## config.mk

```make
export PLATFORM = sky130hd
export DESIGN_NAME = wcs_reporter
export DESIGN_NICKNAME = d
export VERILOG_FILES = /design/src/rtl/wcs_pkg.sv /design/src/rtl/wcs_strobe.sv /design/src/rtl/wcs_toggle.sv /design/src/rtl/wcs_outmux.sv /design/src/rtl/wcs_reporter.sv
export SDC_FILE = /design/constraint.sdc
export NUM_CORES = 1
export LEC_CHECK = 0
export ABC_AREA = 1
export BUFFER_PORTS_ARGS = -buffer_cell sky130_fd_sc_hd__buf_2
export CAP_MARGIN = 20
export CORE_AREA = 3 3 40 42
export DETAILED_ROUTE_END_ITERATION = 10
export DIE_AREA = 0 0 43 45
export HOLD_SLACK_MARGIN = 0.15
export PLACE_DENSITY = 0.61
export SLEW_MARGIN = 25
export SYNTH_ARGS = -nofsm -noshare
export SYNTH_HDL_FRONTEND = slang
export SYNTH_SLANG_ARGS = --single-unit
```

## constraint.sdc

```tcl
create_clock -name clk -period 0.8 [get_ports clk]
set_input_delay 0.16 -clock clk [delete_from_list [all_inputs] [get_ports clk]]
set_output_delay 0.16 -clock clk [all_outputs]
set_load 0.05 [all_outputs]
```

## src/rtl/wcs_pkg.sv

```systemverilog
package wcs_pkg;

    typedef struct packed {
        logic act;    // read condition present this cycle
        logic start;  // first cycle of a read access
    } rd_evt_t;

    function automatic logic read_cond(input logic cs_n, input logic oe_n, input logic we_n);
        return !cs_n && !oe_n && we_n;
    endfunction

endpackage

```

## src/rtl/wcs_strobe.sv

```systemverilog
module wcs_strobe
    import wcs_pkg::*;
(
    input  logic    clk,
    input  logic    rst,
    input  logic    cs_n,
    input  logic    oe_n,
    input  logic    we_n,
    output rd_evt_t evt
);
    logic rd_q;

    always_comb begin
        evt.act   = read_cond(cs_n, oe_n, we_n);
        evt.start = evt.act && !rd_q;
    end

    always_ff @(posedge clk) begin
        if (rst) rd_q <= 1'b0;
        else     rd_q <= evt.act;
    end

    // a read access start is a single-cycle event
    p_start_single_r7: assert property (@(posedge clk) disable iff (rst)
        evt.start |=> !evt.start);

endmodule

```

## src/rtl/wcs_toggle.sv

```systemverilog
module wcs_toggle
    import wcs_pkg::*;
(
    input  logic    clk,
    input  logic    rst,
    input  logic    busy,
    input  rd_evt_t evt,
    output logic    tog_next
);
    logic tog_q;
    logic busy_q;
    logic busy_rise;
    logic tog_base;

    always_comb begin
        busy_rise = busy && !busy_q;
        tog_base  = busy_rise ? 1'b0 : tog_q;
        tog_next  = (busy && evt.start) ? !tog_base : tog_base;
    end

    always_ff @(posedge clk) begin
        if (rst) begin
            tog_q  <= 1'b0;
            busy_q <= 1'b0;
        end else begin
            tog_q  <= tog_next;
            busy_q <= busy;
        end
    end

    p_tog_hold_r7: assert property (@(posedge clk) disable iff (rst)
        (!evt.start && !busy_rise) |=> tog_q == $past(tog_q));

    p_tog_clear_r8: assert property (@(posedge clk) disable iff (rst)
        (busy_rise && !evt.start) |=> !tog_q);

    p_tog_first_r8: assert property (@(posedge clk) disable iff (rst)
        (busy_rise && evt.start) |=> tog_q);

    p_tog_flip_r6: assert property (@(posedge clk) disable iff (rst)
        (busy && evt.start && !busy_rise) |=> tog_q != $past(tog_q));

endmodule

```

## src/rtl/wcs_outmux.sv

```systemverilog
module wcs_outmux #(
    parameter int DATA_W = 8
) (
    input  logic              clk,
    input  logic              rst,
    input  logic              busy,
    input  logic              rd_act,
    input  logic              tog_next,
    input  logic [DATA_W-1:0] last_wr_data,
    input  logic [DATA_W-1:0] arr_data,
    output logic [DATA_W-1:0] bus_data,
    output logic              bus_oe
);
    localparam int POLL_BIT = DATA_W - 1;
    localparam int TOG_BIT  = DATA_W - 2;

    logic [DATA_W-1:0] sel;

    always_comb begin
        sel = arr_data;
        if (busy) begin
            sel[POLL_BIT] = !last_wr_data[POLL_BIT];
            sel[TOG_BIT]  = tog_next;
        end
    end

    always_ff @(posedge clk) begin
        if (rst) begin
            bus_data <= '0;
            bus_oe   <= 1'b0;
        end else begin
            bus_data <= sel;
            bus_oe   <= rd_act;
        end
    end

    p_true_data_r3: assert property (@(posedge clk) disable iff (rst)
        !busy |=> bus_data == $past(arr_data));

    p_poll_bit_r4: assert property (@(posedge clk) disable iff (rst)
        busy |=> bus_data[POLL_BIT] == !$past(last_wr_data[POLL_BIT]));

    p_low_bits_r5: assert property (@(posedge clk) disable iff (rst)
        busy |=> bus_data[TOG_BIT-1:0] == $past(arr_data[TOG_BIT-1:0]));

endmodule

```

## src/rtl/wcs_reporter.sv

```systemverilog
module wcs_reporter
    import wcs_pkg::*;
#(
    parameter int DATA_W = 8
) (
    input  logic              clk,
    input  logic              rst,
    input  logic              cs_n,
    input  logic              oe_n,
    input  logic              we_n,
    input  logic              wr_busy,
    input  logic [DATA_W-1:0] last_wr_data,
    input  logic [DATA_W-1:0] arr_data,
    output logic [DATA_W-1:0] bus_data,
    output logic              bus_oe
);
    rd_evt_t evt;
    logic    tog_next;

    wcs_strobe u_strobe (
        .clk  (clk),
        .rst  (rst),
        .cs_n (cs_n),
        .oe_n (oe_n),
        .we_n (we_n),
        .evt  (evt)
    );

    wcs_toggle u_toggle (
        .clk      (clk),
        .rst      (rst),
        .busy     (wr_busy),
        .evt      (evt),
        .tog_next (tog_next)
    );

    wcs_outmux #(.DATA_W(DATA_W)) u_outmux (
        .clk          (clk),
        .rst          (rst),
        .busy         (wr_busy),
        .rd_act       (evt.act),
        .tog_next     (tog_next),
        .last_wr_data (last_wr_data),
        .arr_data     (arr_data),
        .bus_data     (bus_data),
        .bus_oe       (bus_oe)
    );

    p_oe_on_r2: assert property (@(posedge clk) disable iff (rst)
        (!cs_n && !oe_n && we_n) |=> bus_oe);

    p_oe_off_r2: assert property (@(posedge clk) disable iff (rst)
        (cs_n || oe_n || !we_n) |=> !bus_oe);

    p_release_r9: assert property (@(posedge clk) disable iff (rst)
        $fell(wr_busy) |=> bus_data == $past(arr_data));

endmodule

```

==> results.md, run 1 <==
* Status: finished with violations
* Failing checks: negative setup slack
* Total grt overflow at 0
* WP buf/inv at 1
* Via count at 377
* Yosys reg bits at 11
* Routed Antenna Nets at 0
* Critical Path AT at 0.77 ns
* Fmax at 1080 MHz
* Mapped Cells at 48
* Drt first pass iters at 2
* Mapped cell area at 373 µm²
* Max Cap Viol at 0
* Tightest Pin Transition at 0.202 ns
* Final HPWL DP at 554 µm
* Pwr dens at 1710 mW/mm²
* Clk root buf: clkbuf_4
* Unrepaired setup endpoints after global routing: true
* Clk pin slew, worst setup/hold paths at 0.07 ns
* Setup TNS at -0.940 ns
* Max incr delay on CP at 0.37 ns
* Die Width at 43 µm
* I/O Buffers at 23
* 1st-iter DRT viols at 1
* Layout cell share with drive strength beyond 1 at 54.2%
* Layout Nets at 106
* Setup violators final at 10
* Max VDD drop at 0.823 mV
* Post-CTS Hold Buffers at 6
* TritonCTS clock tree: done
* Area Growth Syn to Fin at 93.0%
* # fillers at 122
* Diode count at 0
* Number of top-level pins at 31
* Global-route wire length before repair at 1.37 mm
* Register area share after synthesis at 59.1%
* Delay-heaviest family, CP: flip-flops
* Longest Clk Path Bufs at 2
* Post-CTS Setup Inserts at 0
* Fin crit share at 116%
* Total GRT Usage at 9.61%
* Max H-tree Level at 1
* Final Skew at 0.00131 ns
* Slowest cell on crit path: dfxtp_4
* Setup WS post-layout at -0.130 ns
* Pin count of the biggest net entering global routing at 12
* Initial antenna violation count at 0
* Clock latency on the worst-skew pair at 0.26 ns
* Routed wire length at 785 µm
* Max Slew Vio Count at 0
* Crit path kind: flop to output pin
* Rel. slew slack at 86.5%
* CTS sink cnt at 11
* Area of the multi-input gates at 118 µm²
* Std-Cell Rows at 13
* Synth cell types at 11
* Synthesis Warnings at 0
* Pleak at 0.000362 µW
* CTS buffer count at 3
* Fin Hold WS at 0.0629 ns
* CP required at 0.64 ns
* Starting density of the core at 29.0%
* Mapped Avg Cell Area at 7.77 µm²
* Max FO, Critical Path at 3
* Min-Delay Path Class: primary input to flop
* CP cell instances: buf_8
* Vias in the first global route at 366
* Die Ht at 45 µm
* Syn Nets at 70
* Final Hold Fails at 0
* Routability cong. at 0.638
* Tmin final at 0.930 ns
* Crit start category: flop
* Core area at 0.00128 mm²
* DRC violations left at 0
* Crit end category: output pin
* WL/cell at 8.01 µm
* Die area at 0.00194 mm²
* Vias per Instance at 3.85
* Register Area at 235 µm²
[cell usage in the layout (no fill, tap or decap)]
cell / count
a211oi_1: 1
a21oi_2: 1
buf_2: 14
buf_4: 3
buf_6: 1
buf_8: 8
clkbuf_1: 1
clkbuf_4: 3
dfxtp_1: 1
dfxtp_2: 9
dfxtp_4: 1
dlygate4sd3_1: 6
inv_1: 8
inv_2: 2
nand2_1: 4
nand2_2: 1
nand3_1: 2
nor2_1: 14
nor2_2: 2
o21ai_1: 1
[cells in the mapped netlist (all sizes together)]
library cell  number  area share [%]
clkbuf             1             1.0
dfxtp             11              59
nor2              16              17
nand3              2             2.7
inv               10              10
nand2              5             5.0
a211oi             1             2.0
o21ai              1             1.3
a21oi              1             1.3
[through the flow]
stage	total power [µW]	setup WS (ns)	util [%]	std cells	area, µm²
2_1_floorplan	724	-0.0537	-	48	377
5_1_grt	1300	-0.167	56.0	98	719
3_5_place_dp	799	-0.0374	41.2	88	529
6_report	1230	-0.130	56.0	98	719
4_1_cts	1240	-0.144	53.4	98	686
3_3_place_gp	797	-0.0208	41.2	88	529
[cell type report]
cell class	instances	share of cell area [%]
well taps	15	2.61
multi-input cells	26	16.3
repair buffers	32	39.5
inverters	10	5.22
flip-flops and latches	11	32.7
clock buffers	4	3.65
[state kept, by name, indices dropped and copies added, names as in the netlist]
signal	cells
u_outmux.bus_oe	1
u_toggle.busy_q	1
u_outmux.bus_data	8
u_toggle.tog_q	1
[cell families after synthesis]
| group | count (synthesis) | synth area share, % |
|---|---|---|
| simple gates | 23 | 25.2 |
| flops | 11 | 59.1 |
| buf+inv | 11 | 11.1 |
| compound gates | 3 | 4.70 |
[final timing paths]
path / slack [ns] / start / end / cells past startpoint
setup / recovery: -0.13 / u_outmux.bus_oe / bus_oe / 1
hold / removal: 0.06 / last_wr_data[7] / u_outmux.bus_data[7] / 2
setup reg to reg: -0.08 / u_outmux.bus_oe / u_outmux.bus_data[6] / 6
hold reg to reg: 0.56 / u_toggle.tog_q / u_toggle.tog_q / 3
[routing by layer]
layer	vias to the layer above	GRT usage [%]	part of all wire, %
met5	-	0	0
met4	0	7.23	0
met3	0	4.38	9.9
met2	13	15.9	51
met1	154	9.49	39
li1	210	-	-
[report_power, final]
group	internal (µW)	total [µW]	switching, µW
registers	578	596	17.2
logic	131	272	141
clock network	193	365	173
total	902	1230	331
[repair_timing]
action / in CTS / in global routing
resized for setup: 27 / 10
endpoints found under the setup margin: 10 / 11
pin swaps: 0 / 3
endpoints found under the hold margin: 7 / 1
cloned: 0 / 0
No activity file was read; power rests on OpenSTA's default activity.
==> run 2, diff against run 1 <==
--- a/config.mk
+++ b/config.mk
@@ -12,7 +12,8 @@
 export DETAILED_ROUTE_END_ITERATION = 10
 export DIE_AREA = 0 0 43 45
 export HOLD_SLACK_MARGIN = 0.15
-export PLACE_DENSITY = 0.61
+export PLACE_DENSITY = 0.58
+export RECOVER_POWER = 100
 export SLEW_MARGIN = 25
 export SYNTH_ARGS = -nofsm -noshare
 export SYNTH_HDL_FRONTEND = slang
==> constraint.sdc (replaced) <==
create_clock -name clk -period 1.1 [get_ports clk]
set_input_delay 0.22 -clock clk [delete_from_list [all_inputs] [get_ports clk]]
set_output_delay 0.22 -clock clk [all_outputs]
set_load 0.05 [all_outputs]
==> results.md, run 2 (synthesis results as in run 1) <==
* Initial antenna violation count at 0
* Final instance area at 542 µm²
* Setup violators final at 0
* Vias per Instance at 3.91
* Area of the multi-input gates at 111 µm²
* Slowest cell on crit path: dfxtp_1
* Pin count of the biggest net entering global routing at 12
* Placement Cell Area at 504 µm²
* Die Ht at 45 µm
* I/O Buffers at 23
* Std-Cell Rows at 13
* Final HPWL DP at 612 µm
* WP buf/inv at 1
* Final Hold Fails at 0
* Worst Min Path Start: arr_data[5]
* Max reg flops at 8
* Worst r2r path cells at 6
* Pleak at 0.000297 µW
* Number of top-level pins at 31
* Crit path kind: flop to output pin
* Most common cell after layout, fill and taps aside: buf_2
* Max Cap Viol at 0
* Post-layout util at 42.2%
* Post-CTS Setup Inserts at 0
* Fin Hold WS at 0.156 ns
* Global-route wire length before repair at 1.12 mm
* Reg2reg start: u_outmux.bus_oe
* Rel. slew slack at 68.6%
* Clk pin slew, worst setup/hold paths at 0.07 ns
* Setup TNS at 0 ns
* Register Area at 221 µm²
* Status: complete, no violations
* CP Depth at 1
* Final Skew at 0.00217 ns
* Tightest Pin Transition at 0.472 ns
* Total GRT Usage at 7.96%
* Die area at 0.00194 mm²
* Routed wire length at 775 µm
* Layout cell share with drive strength beyond 1 at 38.7%
* Routed Antenna Nets at 0
* Unrepaired setup endpoints after global routing: false
* Layout Nets at 98
* CTS sink cnt at 11
* Launch point of the worst path: u_outmux.bus_data[7]
* Max VDD drop at 0.648 mV
* CTS buffer count at 3
* Largest reg by FF count: u_outmux.bus_data
* Starting density of the core at 29.0%
* Fmax at 946 MHz
* Hold Path Depth at 3
* Via count at 352
* Die Width at 43 µm
* Core area at 0.00128 mm²
* Vias in the first global route at 280
* Most frequent cells in the layout: 16 x buf_2, 14 x nor2_1, 10 x dfxtp_1, 9 x inv_1
* Max H-tree Level at 1
* Clock latency on the worst-skew pair at 0.26 ns
* Crit start category: flop
* Max Slew Vio Count at 0
* Setup WS pre-CTS at 0.179 ns
* Fin crit share at 96.1%
* Crit end category: output pin
* Diode count at 0
* 1st-iter DRT viols at 2
* Max FO, Critical Path at 1
* # fillers at 142
* Max incr delay on CP at 0.31 ns
* Drt first pass iters at 3
* DRC violations left at 0
* Pwr dens at 1540 mW/mm²
* Area Growth Syn to Fin at 45.3%
* Critical Path AT at 0.84 ns
* Setup WS post-layout at 0.0434 ns
* TritonCTS clock tree: done
* Longest Clk Path Bufs at 2
* Min-Delay Path Class: primary input to flop
* CP required at 0.88 ns
* Total grt overflow at 0
* Routability cong. at 0.668
* Delay-heaviest family, CP: flip-flops
* WL/cell at 8.61 µm
* Tmin final at 1.06 ns
* CP cell instances: clkbuf_2
* Clk root buf: clkbuf_4
run 2: repair_timing:
| item | in CTS | in global routing |
|---|---|---|
| gates resized for setup | 0 | 1 |
| hold buffers | 1 | 0 |
| hold endpoints to repair | 1 | 0 |
| endpoints found under the setup margin | 0 | 1 |
run 2: metrics by stage:
step                      std cells  power [µW]
after global placement           85         574
after detailed placement         85         577
after global routing             90         871
after floorplan                  48         528
final                            90         835
after CTS                        90         847
run 2: layout make-up:
type	count	area share [%]
repair buffers	24	23.3
multi-input cells	26	20.6
inverters	10	6.93
well taps	15	3.46
flip-flops and latches	11	40.9
clock buffers	4	4.85
run 2: worst register-to-register path, stage by stage (launching register included):
cell     delay (ns)
dfxtp_2        0.33
nor2_2         0.09
nand3_1        0.06
nand2_1        0.08
nand3_1        0.08
nand2_1        0.06
inv_1          0.03
run 2: power breakdown:
part / total, µW / leakage, µW / switching [µW] / internal (µW)
clock: 266 / 0.0000150 / 126 / 140
sequential: 425 / 0.0000917 / 5.90 / 419
combinational: 144 / 0.000191 / 99.8 / 44.3
total: 835 / 0.000297 / 232 / 603
run 2: path summary, 6_finish.rpt:
kind | to | slack (ns)
max | bus_data[7] | 0.04
max reg2reg | u_outmux.bus_data[6] | 0.28
min | u_outmux.bus_data[5] | 0.16
min reg2reg | u_toggle.tog_q | 0.58
run 2: layer usage:
metal	GRT usage [%]	wire length, µm
met5	0	0
met1	8.58	315
met2	13.5	394
met3	2.39	55
met4	5.42	10
==> run 3, diff against run 2 <==
--- a/config.mk
+++ b/config.mk
@@ -6,13 +6,13 @@
 export NUM_CORES = 1
 export LEC_CHECK = 0
 export ABC_AREA = 1
-export BUFFER_PORTS_ARGS = -buffer_cell sky130_fd_sc_hd__buf_2
 export CAP_MARGIN = 20
 export CORE_AREA = 3 3 40 42
 export DETAILED_ROUTE_END_ITERATION = 10
 export DIE_AREA = 0 0 43 45
+export DONT_BUFFER_PORTS = 1
 export HOLD_SLACK_MARGIN = 0.15
-export PLACE_DENSITY = 0.58
+export PLACE_DENSITY = 0.38
 export RECOVER_POWER = 100
 export SLEW_MARGIN = 25
 export SYNTH_ARGS = -nofsm -noshare
==> constraint.sdc (replaced) <==
create_clock -name clk -period 1.1 [get_ports clk]
set_input_delay 0.22 -clock clk [delete_from_list [all_inputs] [get_ports clk]]
set_output_delay 0.22 -clock clk [all_outputs]
set_load 0.1 [all_outputs]
==> results.md, run 3 (synthesis results as in run 1) <==
* Status: complete, no violations
* I/O Buffers at 0
* Diode count at 0
* WP buf/inv at 1
* Vias per Instance at 4.33
* Initial antenna violation count at 0
* R2R setup slack at 0.24 ns
* Post-CTS Setup Inserts at 0
* Pleak at 0.000307 µW
* Std-Cell Rows at 13
* Final HPWL DP at 665 µm
* Drt first pass iters at 4
* Most frequent cells in the layout: 14 x nor2_1, 12 x dlygate4sd3_1, 9 x inv_1, 9 x buf_6, 8 x dfxtp_2
* TritonCTS clock tree: done
* Clk pin slew, worst setup/hold paths at 0.07 ns
* WHS Endpoint: u_outmux.bus_oe
* Slowest cell on crit path: dfxtp_4
* Total power at 932 µW
* DRC violations left at 0
* Die Ht at 45 µm
* Core area at 0.00128 mm²
* Hold Path Depth at 3
* Unrepaired setup endpoints after global routing: false
* Die area at 0.00194 mm²
* Routed Antenna Nets at 0
* Delay-heaviest family, CP: flip-flops
* Global-route wire length before repair at 1.66 mm
* Area Growth Syn to Fin at 74.2%
* Layout cell share with drive strength beyond 1 at 33.3%
* Setup violators final at 0
* Max incr delay on CP at 0.36 ns
* Via count at 377
* Reg-to-reg endpoint: u_outmux.bus_data[6]
* Routability cong. at 0.736
* Starting density of the core at 29.0%
* Tightest Pin Transition at 0.389 ns
* Total GRT Usage at 11.8%
* Max Slew Vio Count at 0
* Layout Nets at 95
* Routed wire length at 916 µm
* Clock latency on the worst-skew pair at 0.26 ns
* Post-CTS Hold Buffers at 13
* Max H-tree Level at 1
* Max FO, Critical Path at 3
* Max Cap Viol at 0
* Clk root buf: clkbuf_4
* Max VDD drop at 0.703 mV
* Worst Min Path Start: cs_n
* Tmin final at 1.06 ns
* Fmax at 946 MHz
* 1st-iter DRT viols at 11
* Min-Delay Path Class: primary input to flop
* Pwr dens at 1430 mW/mm²
* Crit end category: output pin
* Setup TNS at 0 ns
* CTS sink cnt at 11
* Rel. slew slack at 74.0%
* CP cell instances: buf_6
* CP required at 0.88 ns
* Max reg flops at 8
* Total grt overflow at 0
* Crit path kind: flop to output pin
* CTS buffer count at 3
* Most common cell after layout, fill and taps aside: nor2_1
* Crit start category: flop
* Largest reg by FF count: u_outmux.bus_data
* Die Width at 43 µm
* Longest Clk Path Bufs at 2
* Reg2reg start: u_outmux.bus_oe
* Vias in the first global route at 402
* Number of top-level pins at 31
* Final Hold Fails at 0
* Pin count of the biggest net entering global routing at 12
* Worst r2r path cells at 6
* Fin crit share at 96.1%
* Final Skew at 0.000484 ns
* Critical Path AT at 0.84 ns
* WL/cell at 10.5 µm
==> run 3: stage by stage <==
stage               area [µm²]  setup slack [ns]  util [%]  std cells  hold WS (ns)
finish                     649            0.0426      50.5         87         0.122
global route               649            0.0106      50.5         87         0.133
CTS                        729            0.0276      56.8         88         0.171
detailed placement         569             0.252      44.3         71         0.288
global placement           569             0.269      44.3         71         0.285
floorplan                  387             0.113         -         48         0.307
==> run 3: how the worst max path moves through the flow <==
| stage | slack (ns) | endpoint | depth (start not counted) | from |
|---|---|---|---|---|
| finish | 0.04 | bus_oe | 1 | u_outmux.bus_oe |
| global route | 0.01 | bus_oe | 1 | u_outmux.bus_oe |
| CTS | 0.03 | u_outmux.bus_data[6] | 8 | oe_n |
| detailed placement | 0.25 | u_outmux.bus_data[6] | 6 | u_outmux.bus_oe |
| global placement | 0.27 | bus_oe | 1 | u_outmux.bus_oe |
| floorplan | 0.11 | u_outmux.bus_data[6] | 7 | u_outmux.bus_oe |
==> run 3: repair_timing <==
action | in CTS | in global routing
endpoints found under the setup margin | 1 | 2
resized for setup | 1 | 1
endpoints found under the hold margin | 11 | 1
==> run 3: routing by layer <==
layer / track usage [%] / part of all wire (%) / vias up
li1: - / - / 189
met1: 11.7 / 35 / 170
met2: 21.9 / 56 / 16
met3: 4.38 / 8.3 / 2
met4: 5.42 / 0.66 / 0
met5: 0 / 0 / -
==> run 3: where the power goes <==
part	switching (µW)	internal (µW)
Sequential	9.93	420
Combinational	165	75.1
Clock	122	140
==> run 3: layout make-up <==
cell class,instances,area [µm²]
flip-flops and latches,11,234
multi-input cells,26,111
repair buffers,21,221
clock buffers,4,26.3
well taps,15,18.8
inverters,10,37.5
fillers,129,636
